--- src/rtl/reg_window_dma.sv ---
module reg_window_dma #(
  parameter int DATA_W     = 16,
  parameter int ADDR_W     = 6,
  parameter int FIELD_W    = 5,
  parameter int LEN_LSB    = 8,
  parameter int BANK_DEPTH = 24,
  parameter int CFG_ADDR   = 32,
  parameter int WIN_ADDR   = 33
) (
  input  logic              clk,
  input  logic              rst_n,
  input  logic              bus_en,
  input  logic              bus_we,
  input  logic [ADDR_W-1:0] bus_addr,
  input  logic [DATA_W-1:0] bus_wdata,
  output logic [DATA_W-1:0] bus_rdata
);
  localparam int SUM_W = FIELD_W + 1;
  localparam int SEL_W = (ADDR_W > SUM_W) ? ADDR_W : SUM_W;
  localparam int HI_PAD = DATA_W - LEN_LSB - FIELD_W;
  localparam int LO_PAD = LEN_LSB - FIELD_W;

  logic [FIELD_W-1:0] base_q, len_q, offset_q;
  logic [DATA_W-1:0]  bank_q [BANK_DEPTH];
  logic [DATA_W-1:0]  bank_rd;

  wire hit_cfg = bus_addr == ADDR_W'(CFG_ADDR);
  wire hit_win = bus_addr == ADDR_W'(WIN_ADDR);
  wire cfg_wr  = bus_en && bus_we && hit_cfg;
  wire win_acc = bus_en && hit_win;

  wire [SUM_W-1:0] target = SUM_W'(base_q) + SUM_W'(offset_q);
  wire [SEL_W-1:0] sel    = hit_win ? SEL_W'(target) : SEL_W'(bus_addr);

  wire [DATA_W-1:0] cfg_word = {{HI_PAD{1'b0}}, len_q, {LO_PAD{1'b0}}, base_q};

  always_ff @(posedge clk or negedge rst_n) begin
    if (!rst_n) begin
      base_q   <= '0;
      len_q    <= '0;
      offset_q <= '0;
    end else if (cfg_wr) begin
      base_q   <= bus_wdata[FIELD_W-1:0];
      len_q    <= bus_wdata[LEN_LSB +: FIELD_W];
      offset_q <= '0;
    end else if (win_acc) begin
      offset_q <= (offset_q == len_q) ? '0 : offset_q + 1'b1;
    end
  end

  for (genvar i = 0; i < BANK_DEPTH; i++) begin : g_bank
    wire wr_hit = bus_en && bus_we && (sel == SEL_W'(i)) && !hit_cfg;
    always_ff @(posedge clk or negedge rst_n) begin
      if (!rst_n)      bank_q[i] <= '0;
      else if (wr_hit) bank_q[i] <= bus_wdata;
    end
  end

  always_comb begin
    bank_rd = '0;
    for (int i = 0; i < BANK_DEPTH; i++)
      if (sel == SEL_W'(i)) bank_rd = bank_q[i];
  end

  assign bus_rdata = hit_cfg ? cfg_word : bank_rd;
endmodule


--- config.mk ---
export PLATFORM = sky130hd
export DESIGN_NAME = reg_window_dma
export DESIGN_NICKNAME = d
export VERILOG_FILES = /design/src/rtl/reg_window_dma.sv
export SDC_FILE = /design/constraint.sdc
export NUM_CORES = 1
export LEC_CHECK = 0
export BUFFER_PORTS_ARGS = -buffer_cell sky130_fd_sc_hd__buf_2
export CORE_ASPECT_RATIO = 0.9
export CORE_MARGIN = 10
export CORE_UTILIZATION = 30
export DETAILED_ROUTE_END_ITERATION = 12
export GPL_ROUTABILITY_DRIVEN = 0
export HOLD_SLACK_MARGIN = 0.08
export PLACE_DENSITY = 0.4
export SLEW_MARGIN = 20
export SYNTH_ARGS = -nofsm -noshare
export SYNTH_HDL_FRONTEND = slang
export SYNTH_SLANG_ARGS = --single-unit
--- constraint.sdc ---
create_clock -name clk -period 8.4 [get_ports clk]
set_clock_uncertainty 0.05 [all_clocks]
set_input_delay 0.42 -clock clk [delete_from_list [all_inputs] [get_ports clk]]
set_output_delay 0.42 -clock clk [all_outputs]
set_load 0.01 [all_outputs]
# == Word level (Yosys, flattened, before mapping) ==
# Index checks and enable logic that the tools add are counted.
# word_totals
word_cells,138
ff_bits,399
# op_classes
n_eq_ne,26
n_mux,29
n_reduce_logical,54
addsub,2
# op_table
op,count
$mux W16,25
$logic_and A1 B1 Y1,51
$eq A6 B4 Y1 const B,8
$eq A6 B5 Y1 const B,8
$eq A6 B3 Y1 const B,4
$mux W5,3
$eq A6 B2 Y1 const B,2
$eq A6 B6 Y1 const B,2
$add A5 B5 Y6,1
$eq A6 B1 Y1 const B,1
$logic_not A6 Y1,1
$mux W6,1
$add A5 B1 Y5 const B,1
$eq A5 B5 Y1,1
$reduce_bool A2 Y1,1
$logic_not A1 Y1,1

# == Logic depth before layout (Yosys ltp) ==
# Gate-level depths: netlist (run 1).
# depth
depth_word,28
ltp_mapped,14

# == Least setup slack after synthesis (run 1) ==
# Ideal clock, no wire load.
# synth_path
path_kind,register to output
start,register offset_q[0]
end,output bus_rdata[14]
arrival_ps,3594
stages_incl_launch_ff,13
n_path_buf,0
slack_ps,4336
cell_sequence,dfrtp_1 > ha_1 > inv_1 > fa_1 > nand2b_1 > a21oi_1 > xor2_2 > a21oi_1 > nor3_1 > a221o_1 > o221ai_1 > a21oi_1 > a21boi_1
# synth_via
elab_chain_len,28
# synth_rtl
element,line_no,text
"start, declared",23,"logic [FIELD_W-1:0] base_q, len_q, offset_q;"
"start signal, assigned",47,offset_q <= (offset_q == len_q) ? '0 : offset_q + 1'b1;
$add A5 B5 Y6 *,32,wire [SUM_W-1:0] target = SUM_W'(base_q) + SUM_W'(offset_q);
$mux W6 *,33,wire [SEL_W-1:0] sel = hit_win ? SEL_W'(target) : SEL_W'(bus_addr);
$logic_not A6 Y1,62,if (sel == SEL_W'(i)) bank_rd = bank_q[i];
$mux W16 (23 in series),62,
$mux W16 *,62,
$mux W16 *,65,assign bus_rdata = hit_cfg ? cfg_word : bank_rd;
"end, declared",16,output logic [DATA_W-1:0] bus_rdata
# Every way passes the cells marked *; elsewhere a longest branch is shown, timed or not.

# == Worst setup path after layout (run 1) ==
# layout_path
start,register offset_q[0]
end,output bus_rdata[10]
# The elaborated chain is that of the path after synthesis.

==> impl_results.md, run 1 <==
* Hold Crit Class: in -> reg
* Largest net degree at the start of global routing at around 170
* Syn-to-layout area delta at 14.9%
* Nets at 1,557
* TritonCTS Buffers at 46
* Worst setup EP type: output port
* Crit path arrival time at 5.38 ns
* Detailed Route Iter0 Violations at between 1,000 and 1,500
* Setup tns final at 0 ns
* I/O Buffers at 41
* Pleak at roughly 10 nW
* First-pass GRT wire length at a little over 100,000 µm
* Post-CTS resize count at 0
* CP Class: reg -> out
* CTS tree: built
* Fmax at 171 MHz
* DRC viols at 0
* Synth Instances at between 1,000 and 1,500
* Pins over their slew limit at 0
* Longest Clk Path Bufs at 3
* Commonest non-fill, non-tap cell in the layout: dfrtp_1
* Pwr Density at roughly 210 nW/µm²
* Register area share after synthesis at a little over half
* Tot GR Track Use at 18.7%
* Max cap viols at 0
* Syn Nets at 1,516
* Skew-Pair Late Insertion Delay at between 0.5 and 0.6 ns
* Post-DP Area at around 20,000 µm²
* Ys flop type: dfrtp_1
* Die H at roughly 260 µm
* Full die area at approximately 73,000 µm²
* Outcome: complete, no violations
* WL/cell at 29.0 µm
* Worst Setup Start Kind: flop
* Core Region at slightly above 60,000 µm²
* CP top delay family: compound AO/OA/AOI/OAI gates
* Worst path required time at just under 8 ns
* Diode count at 0
* Setup violators final at 0
* Fin crit share at ~70%
* Tightest Pin Transition at approximately 1.2 ns
* Leading cell types in the layout, fill and taps excluded: dfrtp_1, mux2_2, nand2_1
* CP Max Fanout at 20
* Total number of vias at 13,500
* Via-per-instance ratio at 5.62
* Die boundary width at 284 µm
* Reg2reg path depth at 9
* Vias in the first global route at around 14,000
* Hold depth at 3
* CP max-delay cell: a2111oi_0
* Drt total wl at between 60,000 and 70,000 µm
* Final Cell Area at 21,600 µm²
* Num ports at 42
* Buffers and inverters on the worst path at 3
* H-tree levels at 2
* Peak VDD IR at ~0.13 mV
* Antenna-violating nets left at 0
* Yosys warns at 0
* Crit path depth at 14
* Worst path cell trace: ha_1, inv_1, fa_1, nand2b_1, a21oi_1, xnor2_1, o21ai_1, nand3_1, buf_4, nand4_1, a2111oi_0, o311ai_1, and3_1, buf_2
* Tot Pwr at roughly 0.0046 W
* Synth cell types at around 80
* Cell Area, Synth at approximately 19,000 µm²
* Slew headroom at a little over a fifth
* Starting Density at between 30% and 40%
* Post-synth EDFFs at 0
* Hpwl dp at 45,100 µm
* Avg Cell Area, Syn at 12.7 µm²
* Slowest stage delay, CP at about 0.9 ns
* Sink Count at about 400
* Row cnt at between 80 and 90
* Yosys reg bits at about 400
* Root Driver: clkbuf_16
* First drt pass iteration count at 7
* Initial antenna violation count at 1
* Hold Fails Final Rpt at 0
* Crit path time final at slightly below 6 ns
* Post-synthesis async set-or-reset flop share at between 90% and 100%
* Layout cells sized above 1 at a little under two fifths
* Unrepaired setup endpoints after global routing: no
* Clock transition at the registers of the reported paths at ~0.06 ns
* Congestion Overflow GR at 0
[area by class of cell]
cell class,count,area (µm²)
fill,6182,40000
sequential,399,9980
multi-input combinational,972,8420
clock buffer,73,1340
tap,836,1050
timing repair buffer,94,641
clock inverter,9,95.1
inverter,11,41.3
[through the flow]
step	util, %	cells	hold WS [ns]	worst slack [ns]
6_report	35.0	2394	0.290	2.55
5_1_grt	35.0	2394	0.318	2.26
4_1_cts	35.0	2394	0.271	2.53
3_5_place_dp	32.7	2311	0.435	3.15
3_3_place_gp	32.7	2311	0.431	3.12
2_1_floorplan	-	1483	0.0744	4.34
[worst register-to-register path, stage by stage, from the launching register on]
cell	delay (ns)
dfrtp_1	0.43
ha_1	0.23
inv_1	0.06
fa_1	0.68
nand2b_1	0.19
o31ai_4	0.77
nand3_1	0.27
nor2_2	0.72
nand2_1	0.92
mux2_2	0.57
[power breakdown]
| group | switching (W) | total (W) | internal, W |
|---|---|---|---|
| sequential | 0.0000926 | 0.00218 | 0.00209 |
| combinational | 0.000246 | 0.000429 | 0.000182 |
| clock | 0.000848 | 0.00198 | 0.00113 |
[cells in the mapped netlist (all sizes together) (11+ instances only)]
cell type | instances | share of area, %
buf | 38 | 1.1
a221oi | 17 | 0.79
o22ai | 32 | 1.1
a222oi | 24 | 1.3
a22o | 15 | 0.70
a21oi | 36 | 0.96
nor2 | 61 | 1.3
dfrtp | 399 | 53
inv | 11 | 0.22
nor3 | 34 | 1.1
a2111oi | 13 | 1.0
o21ai | 42 | 1.1
mux2 | 393 | 24
a22oi | 33 | 1.3
and3 | 15 | 0.50
clkbuf | 63 | 1.3
a211oi | 12 | 0.51
nand3 | 28 | 0.75
nand2 | 71 | 1.5
[worst paths after layout]
| path | slack, ns | from | end |
|---|---|---|---|
| max | 2.55 | offset_q[0]$_DFFE_PN0P_ | bus_rdata[10] |
| min | 0.29 | bus_en | offset_q[4]$_DFFE_PN0P_ |
| max reg2reg | 3.40 | offset_q[0]$_DFFE_PN0P_ | bank_q[244]$_DFFE_PN0P_ |
| min reg2reg | 0.45 | bank_q[262]$_DFFE_PN0P_ | bank_q[262]$_DFFE_PN0P_ |
| max in group asynchronous | 6.27 | rst_n | bank_q[102]$_DFFE_PN0P_ |
| min in group asynchronous | 0.41 | rst_n | bank_q[370]$_DFFE_PN0P_ |
[metal layers]
metal | track usage [%] | up-vias | part of all wire (%)
met2 | 27.7 | 325 | 44
met5 | 0 | - | 0
li1 | - | 5721 | -
met3 | 2.87 | 73 | 4.5
met1 | 28.1 | 7340 | 50
met4 | 4.28 | 0 | 1.8
[state kept, by name (all words and copies together), names as in the netlist]
| name | flops |
|---|---|
| offset_q | 5 |
| base_q | 5 |
| bank_q | 384 |
| len_q | 5 |
[cell families (layout without fill, tap and decap cells)]
kind of cell,count (synthesis),count (layout),share of synthesized area (%)
DFF,399,399,53.2
buffers and inverters,112,187,2.53
AOI/OAI and AO/OA,309,309,12.8
muxes,394,394,23.6
adders and majority gates,7,7,0.506
and+or+nand+nor,252,252,6.85
xor gates and xnor gates,10,10,0.506
[what timing repair did]
| item | in CTS | in global routing |
|---|---|---|
| buffers inserted | 0 | 0 |
| endpoints found under the hold margin | 105 | 0 |
| hold buffers | 1 | 0 |
(Power assumes the default switching activity.)
==> inputs of run 2 (changes only) <==
clock period = 5.7 ns   (was 8.4 ns; I/O delays follow)
==> run 2 against run 1 <==
Power is 48% higher. Final cell count grew 1.3%. Clock power increased by 48%. Die area unchanged. Count of clock-buffer cells in the layout is 1 higher. Utilization grew 0.52 points. Combinational power up 49%. Global-route usage decreased by 0.073 points. Cell area rose by 1.5%. Sequential power rose by 48%. Flip-flop and latch count stayed put. Critical path type unchanged. Largest cell class unchanged.
==> impl_results.md, run 2 (synthesized netlist as in run 1, its figures left out) <==
* Core Region at ~60,000 µm²
* Leading cell types in the layout, fill and taps excluded: dfrtp_1, mux2_2, buf_4
* Hold Crit Class: in -> reg
* Reg2reg path depth at 11
* Detailed Route Iter0 Violations at 1,069
* Busiest grt layer: met1
* Fin crit share at a little over nine tenths
* Worst setup EP type: output port
* CTS tree: built
* TritonCTS Buffers at 46
* Final Non-Filler Cells at between 2,000 and 2,500
* Clock share of power at a little over two fifths
* Drt total wl at 69,500 µm
* WL/cell at roughly 29 µm
* Hold wc startpoint: bus_en
* RR Endpoint: bank_q[168]$_DFFE_PN0P_
* FF/Latch Area at between 9000 and 10,000 µm²
* Sequential fraction of design power at a little under half
* CP Class: reg -> out
* DRC viols at 0
* Pleak at between 10 and 15 nW
* Peak VDD IR at roughly 0.18 mV
* Final Cell Area at roughly 22,000 µm²
* Setup tns final at 0 ns
* Placed insts at 2,338
* I/O Buffers at between 40 and 50
* Crit path time final at around 5.5 ns
* Combinational power share at about a tenth
* Syn-to-layout area delta at 16.6%
* Total number of vias at ~13,000
* Post-layout util at 35.6%
* Largest net degree at the start of global routing at between 150 and 200
* Pins over their slew limit at 0
* Hold depth at 3
* Area occupied by multi-input gates at roughly 8400 µm²
* Worst Setup Start Kind: flop
* Row cnt at 86
* R2r setup slk at between 1 and 1.5 ns
* Die H at about 260 µm
* Internal at around 0.005 W
* Via-per-instance ratio at approximately 5.5
* Vias in the first global route at about 14,000
* Setup violators final at 0
* Global-route track usage on met3 at 3.00%
* Root Driver: clkbuf_16
* Worst path required time at 5.37 ns
* Initial antenna violation count at 2
* Pwr Density at around 310 nW/µm²
* First-pass GRT wire length at between 100,000 and 150,000 µm
* Largest register FFs at between 300 and 400
* CP Max Fanout at 7
* Fmax at 183 MHz
* Fill count at 6,144
* Max cap viols at 0
* Register with the most flip-flops: bank_q
* Post-DP Area at 20,300 µm²
* Commonest non-fill, non-tap cell in the layout: dfrtp_1
* WHS Endpoint: offset_q[4]$_DFFE_PN0P_
* Nets at ~1,600
* Sw Pwr at 0.00173 W
* Die boundary width at around 280 µm
* Switch share at 25.5%
* H-tree levels at 2
* Starting Density at between 30% and 40%
* Hpwl dp at 46,800 µm
* First drt pass iteration count at 6
* Full die area at about 73,000 µm²
* Slew headroom at approximately 28%
* Sink Count at 399
* Layout cells sized above 1 at between 40% and 50%
* Tightest Pin Transition at about 1.1 ns
* Outcome: complete, no violations
* Unrepaired setup endpoints after global routing: no
* Congestion Overflow GR at 0
* R2r startpoint: offset_q[0]$_DFFE_PN0P_
* Diode count at 0
* Clock transition at the registers of the reported paths at 0.06 ns
* Skew-Pair Late Insertion Delay at roughly 0.59 ns
* Met2 usage at a little over a quarter
* Crit path arrival time at around 5 ns
* Tot GR Track Use at a little under a fifth
* Met1 Resource Use GR at 28.5%
* Num ports at 42
* Longest Clk Path Bufs at 3
* Antenna-violating nets left at 0
* Hold Fails Final Rpt at 0
==> run 2: power by group through the flow <==
stage	sequential, W	clock (W)	combinational, W
after CTS	0.00322	0.00303	0.000644
final	0.00322	0.00294	0.000639
after global placement	0.00326	0	0.000630
after floorplan	0.00322	0	0.000394
after global routing	0.00325	0.00315	0.000696
after detailed placement	0.00327	0	0.000641
==> run 2: repair_timing <==
action                                  4_1_cts  5_1_grt
hold buffers                                  1        0
buffers inserted                              0        4
gates resized for setup                       1        5
pin swaps                                     0        3
endpoints found under the setup margin        4       10
endpoints found under the hold margin        51        0
==> run 2: how the worst max path moves through the flow <==
stage | from | to | slack [ns] | cells past startpoint
2_1_floorplan | offset_q[0]$_DFFE_PN0P_ | bus_rdata[14] | 1.77 | 12
3_3_place_gp | offset_q[0]$_DFFE_PN0P_ | bus_rdata[10] | 0.56 | 13
3_5_place_dp | offset_q[0]$_DFFE_PN0P_ | bus_rdata[10] | 0.52 | 13
4_1_cts | offset_q[0]$_DFFE_PN0P_ | bus_rdata[6] | 0.002 | 13
5_1_grt | offset_q[0]$_DFFE_PN0P_ | bus_rdata[10] | 0.005 | 14
6_report | offset_q[0]$_DFFE_PN0P_ | bus_rdata[10] | 0.25 | 14
==> run 2: stage by stage <==
| stage | setup slack [ns] | power, W | hold WS, ns |
|---|---|---|---|
| 2_1_floorplan | 1.77 | 0.00361 | -0.0606 |
| 3_3_place_gp | 0.556 | 0.00389 | 0.194 |
| 3_5_place_dp | 0.515 | 0.00391 | 0.195 |
| 4_1_cts | 0.00236 | 0.00689 | 0.102 |
| 5_1_grt | 0.00512 | 0.00709 | 0.171 |
| 6_report | 0.249 | 0.00680 | 0.131 |
==> run 2: critical path, cell delays in order (launching register included) <==
cell       delay, ns
dfrtp_1         0.44
ha_1            0.24
inv_1           0.07
fa_1            0.43
nand2b_1        0.17
a21oi_1         0.31
xor2_2          0.64
a2111oi_4       0.24
nand3_1         0.16
nand4_1         0.54
a2111oi_0       0.58
buf_4           0.20
o311ai_1        0.12
and3_1          0.24
buf_2           0.15
==> run 2: layout make-up <==
class | instances | share of cell area [%]
clock inverter | 9 | 0.291
timing repair buffer | 125 | 4.10
tap | 836 | 4.78
sequential | 399 | 45.6
inverter | 11 | 0.189
multi-input combinational | 972 | 38.5
clock buffer | 74 | 6.52
==> run 2: per-layer routing <==
layer / up-vias / routed length [µm]
met5: - / 0
met4: 0 / 1570
met3: 86 / 3680
met2: 333 / 29100
met1: 7144 / 35200
li1: 5782 / -
==> inputs of run 3 (changes only) <==
CORE_UTILIZATION = 40   (was 30)
PLACE_DENSITY = 0.51   (was 0.4)
==> run 3 against run 2 <==
Count of clock-buffer cells in the layout shrank 9. Sequential share of layout area grew 1.2 points. Worst hold slack improved by 0.0097 ns. Via count is 0.19% higher. Worst setup slack lost 0.029 ns. Fmax is 0.53% lower. Power shrank 2.8%. Critical path type unchanged.
==> impl_results.md, run 3 (synthesized netlist as in run 1, its figures left out) <==
* Sink Count at roughly 400
* Nets at approximately 1,600
* Pwr Density at roughly 310 nW/µm²
* Worst path required time at between 5 and 6 ns
* Slew headroom at around a quarter
* H-tree levels at 2
* Hold Crit Class: in -> reg
* Tot GR Track Use at ~22%
* Initial antenna violation count at 0
* Die H at roughly 230 µm
* Leading cell types in the layout, fill and taps excluded: dfrtp_1, mux2_2, nand2_1
* Slowest stage delay, CP at between 0.6 and 0.7 ns
* Full die area at 56,000 µm²
* Unrepaired setup endpoints after global routing: no
* Root Driver: clkbuf_16
* Hold Fails Final Rpt at 0
* Core Region at between 40,000 and 50,000 µm²
* Crit path arrival time at between 5 and 6 ns
* Worst path cell trace: ha_1, inv_1, fa_1, nand2b_1, a21oi_1, xor2_2, a21oi_1, buf_4, nor3_2, buf_4, a21oi_1, and3_1, o311ai_1, and3_1, buf_2
* Crit path time final at approximately 5.5 ns
* Commonest non-fill, non-tap cell in the layout: dfrtp_1
* Total number of vias at between 10,000 and 15,000
* Clock transition at the registers of the reported paths at ~0.060 ns
* Largest register FFs at around 380
* Final Non-Filler Cells at around 2,200
* Placed insts at about 2,100
* Antenna-violating nets left at 0
* Area occupied by multi-input gates at between 8000 and 9000 µm²
* Pleak at between 9 and 10 nW
* Drt total wl at between 60,000 and 70,000 µm
* R2r setup slk at slightly above 1 ns
* Hpwl dp at a little over 40,000 µm
* Pins over their slew limit at 0
* Detailed Route Iter0 Violations at around 1,200
* Diode count at 0
* Max cap viols at 0
* Peak VDD IR at ~0.2 mV
* Layout cells sized above 1 at between 30% and 40%
* Row cnt at 75
* First drt pass iteration count at 5
* Tightest Pin Transition at between 1 and 1.5 ns
* CP Class: reg -> out
* Congestion Overflow GR at 0
* FF/Latch Area at 9980 µm²
* Largest net degree at the start of global routing at roughly 150
* Syn-to-layout area delta at 13.6%
* Skew-Pair Late Insertion Delay at roughly 0.56 ns
* Longest Clk Path Bufs at 3
* DRC viols at 0
* Setup tns final at 0 ns
* Register with the most flip-flops: bank_q
* Worst setup EP type: output port
* CTS tree: built
* First-pass GRT wire length at roughly 93,000 µm
* Fmax at between 150 and 200 MHz
* I/O Buffers at 41
* Worst Setup Start Kind: flop
* Starting Density at 40.3%
* Fill count at 4,370
* Outcome: complete, no violations
* Setup violators final at 0
* Tot Pwr at 0.00661 W
* Via-per-instance ratio at ~6.1
* Vias in the first global route at approximately 13,000
* Num ports at 42
* CP Max Fanout at 10
* Fin crit share at 96.1%
* Die boundary width at about 250 µm
* Most used cell, CP: a21oi_1
* TritonCTS Buffers at 43
* WL/cell at around 29 µm
* CP max-delay cell: nor3_2
[run 3: what timing repair did]
item                                    in CTS  in global routing
gates resized for setup                      3                  3
hold endpoints to repair                    99                  0
pin swaps                                    0                  1
setup buffers                                0                  2
hold buffers                                 1                  0
endpoints found under the setup margin       3                  4
[run 3: critical path, delay by kind of cell, from the launching register on]
family / cells / cell delay, ns
AND/OR/NAND/NOR: 4 / 1.40
XOR/XNOR: 1 / 0.60
flip-flops: 1 / 0.44
buffers and inverters: 4 / 0.76
adder cells (fa/ha/maj): 2 / 0.66
AO/OA/AOI/OAI: 4 / 0.70
[run 3: per-stage QoR]
step | cell area (µm²) | hold slack, ns | setup slack, ns | utilization, %
final | 21300 | 0.141 | 0.220 | 45.8
after global routing | 21300 | 0.154 | 0.0387 | 45.8
after CTS | 21300 | 0.110 | 0.0998 | 45.7
after detailed placement | 19900 | 0.335 | 0.340 | 42.7
after global placement | 19900 | 0.343 | 0.321 | 42.7
after floorplan | 18800 | -0.0606 | 1.77 | -
[run 3: power by group]
part           internal [W]  total, W  switching, W
Clock               0.00159   0.00277       0.00117
Combinational      0.000272  0.000623      0.000351
Sequential          0.00308   0.00322      0.000137
[run 3: area by class of cell]
cell class,count,share of cell area [%]
well taps,616,3.61
clock inverters,12,0.657
inverters,11,0.194
flip-flops and latches,399,46.8
repair buffers,107,3.49
multi-input cells,972,39.4
clock buffers,65,5.81
[run 3: worst paths after layout]
path                                    startpoint                 endpoint  cells past startpoint
min                                         bus_en  offset_q[4]$_DFFE_PN0P_                      3
min reg2reg                bank_q[271]$_DFFE_PN0P_  bank_q[271]$_DFFE_PN0P_                      1
max                        offset_q[0]$_DFFE_PN0P_            bus_rdata[12]                     15
min in group asynchronous                    rst_n  bank_q[369]$_DFFE_PN0P_                      2
max in group asynchronous                    rst_n  bank_q[149]$_DFFE_PN0P_                      3
max reg2reg                offset_q[0]$_DFFE_PN0P_  bank_q[292]$_DFFE_PN0P_                     10
[run 3: metal layers]
metal / vias to the layer above / wire (µm) / global-route usage (%)
li1: 5755 / - / -
met2: 408 / 27100 / 32.6
met4: 0 / 1810 / 6.90
met5: - / 0 / 0
met1: 7112 / 29700 / 32.8
met3: 96 / 3810 / 4.10
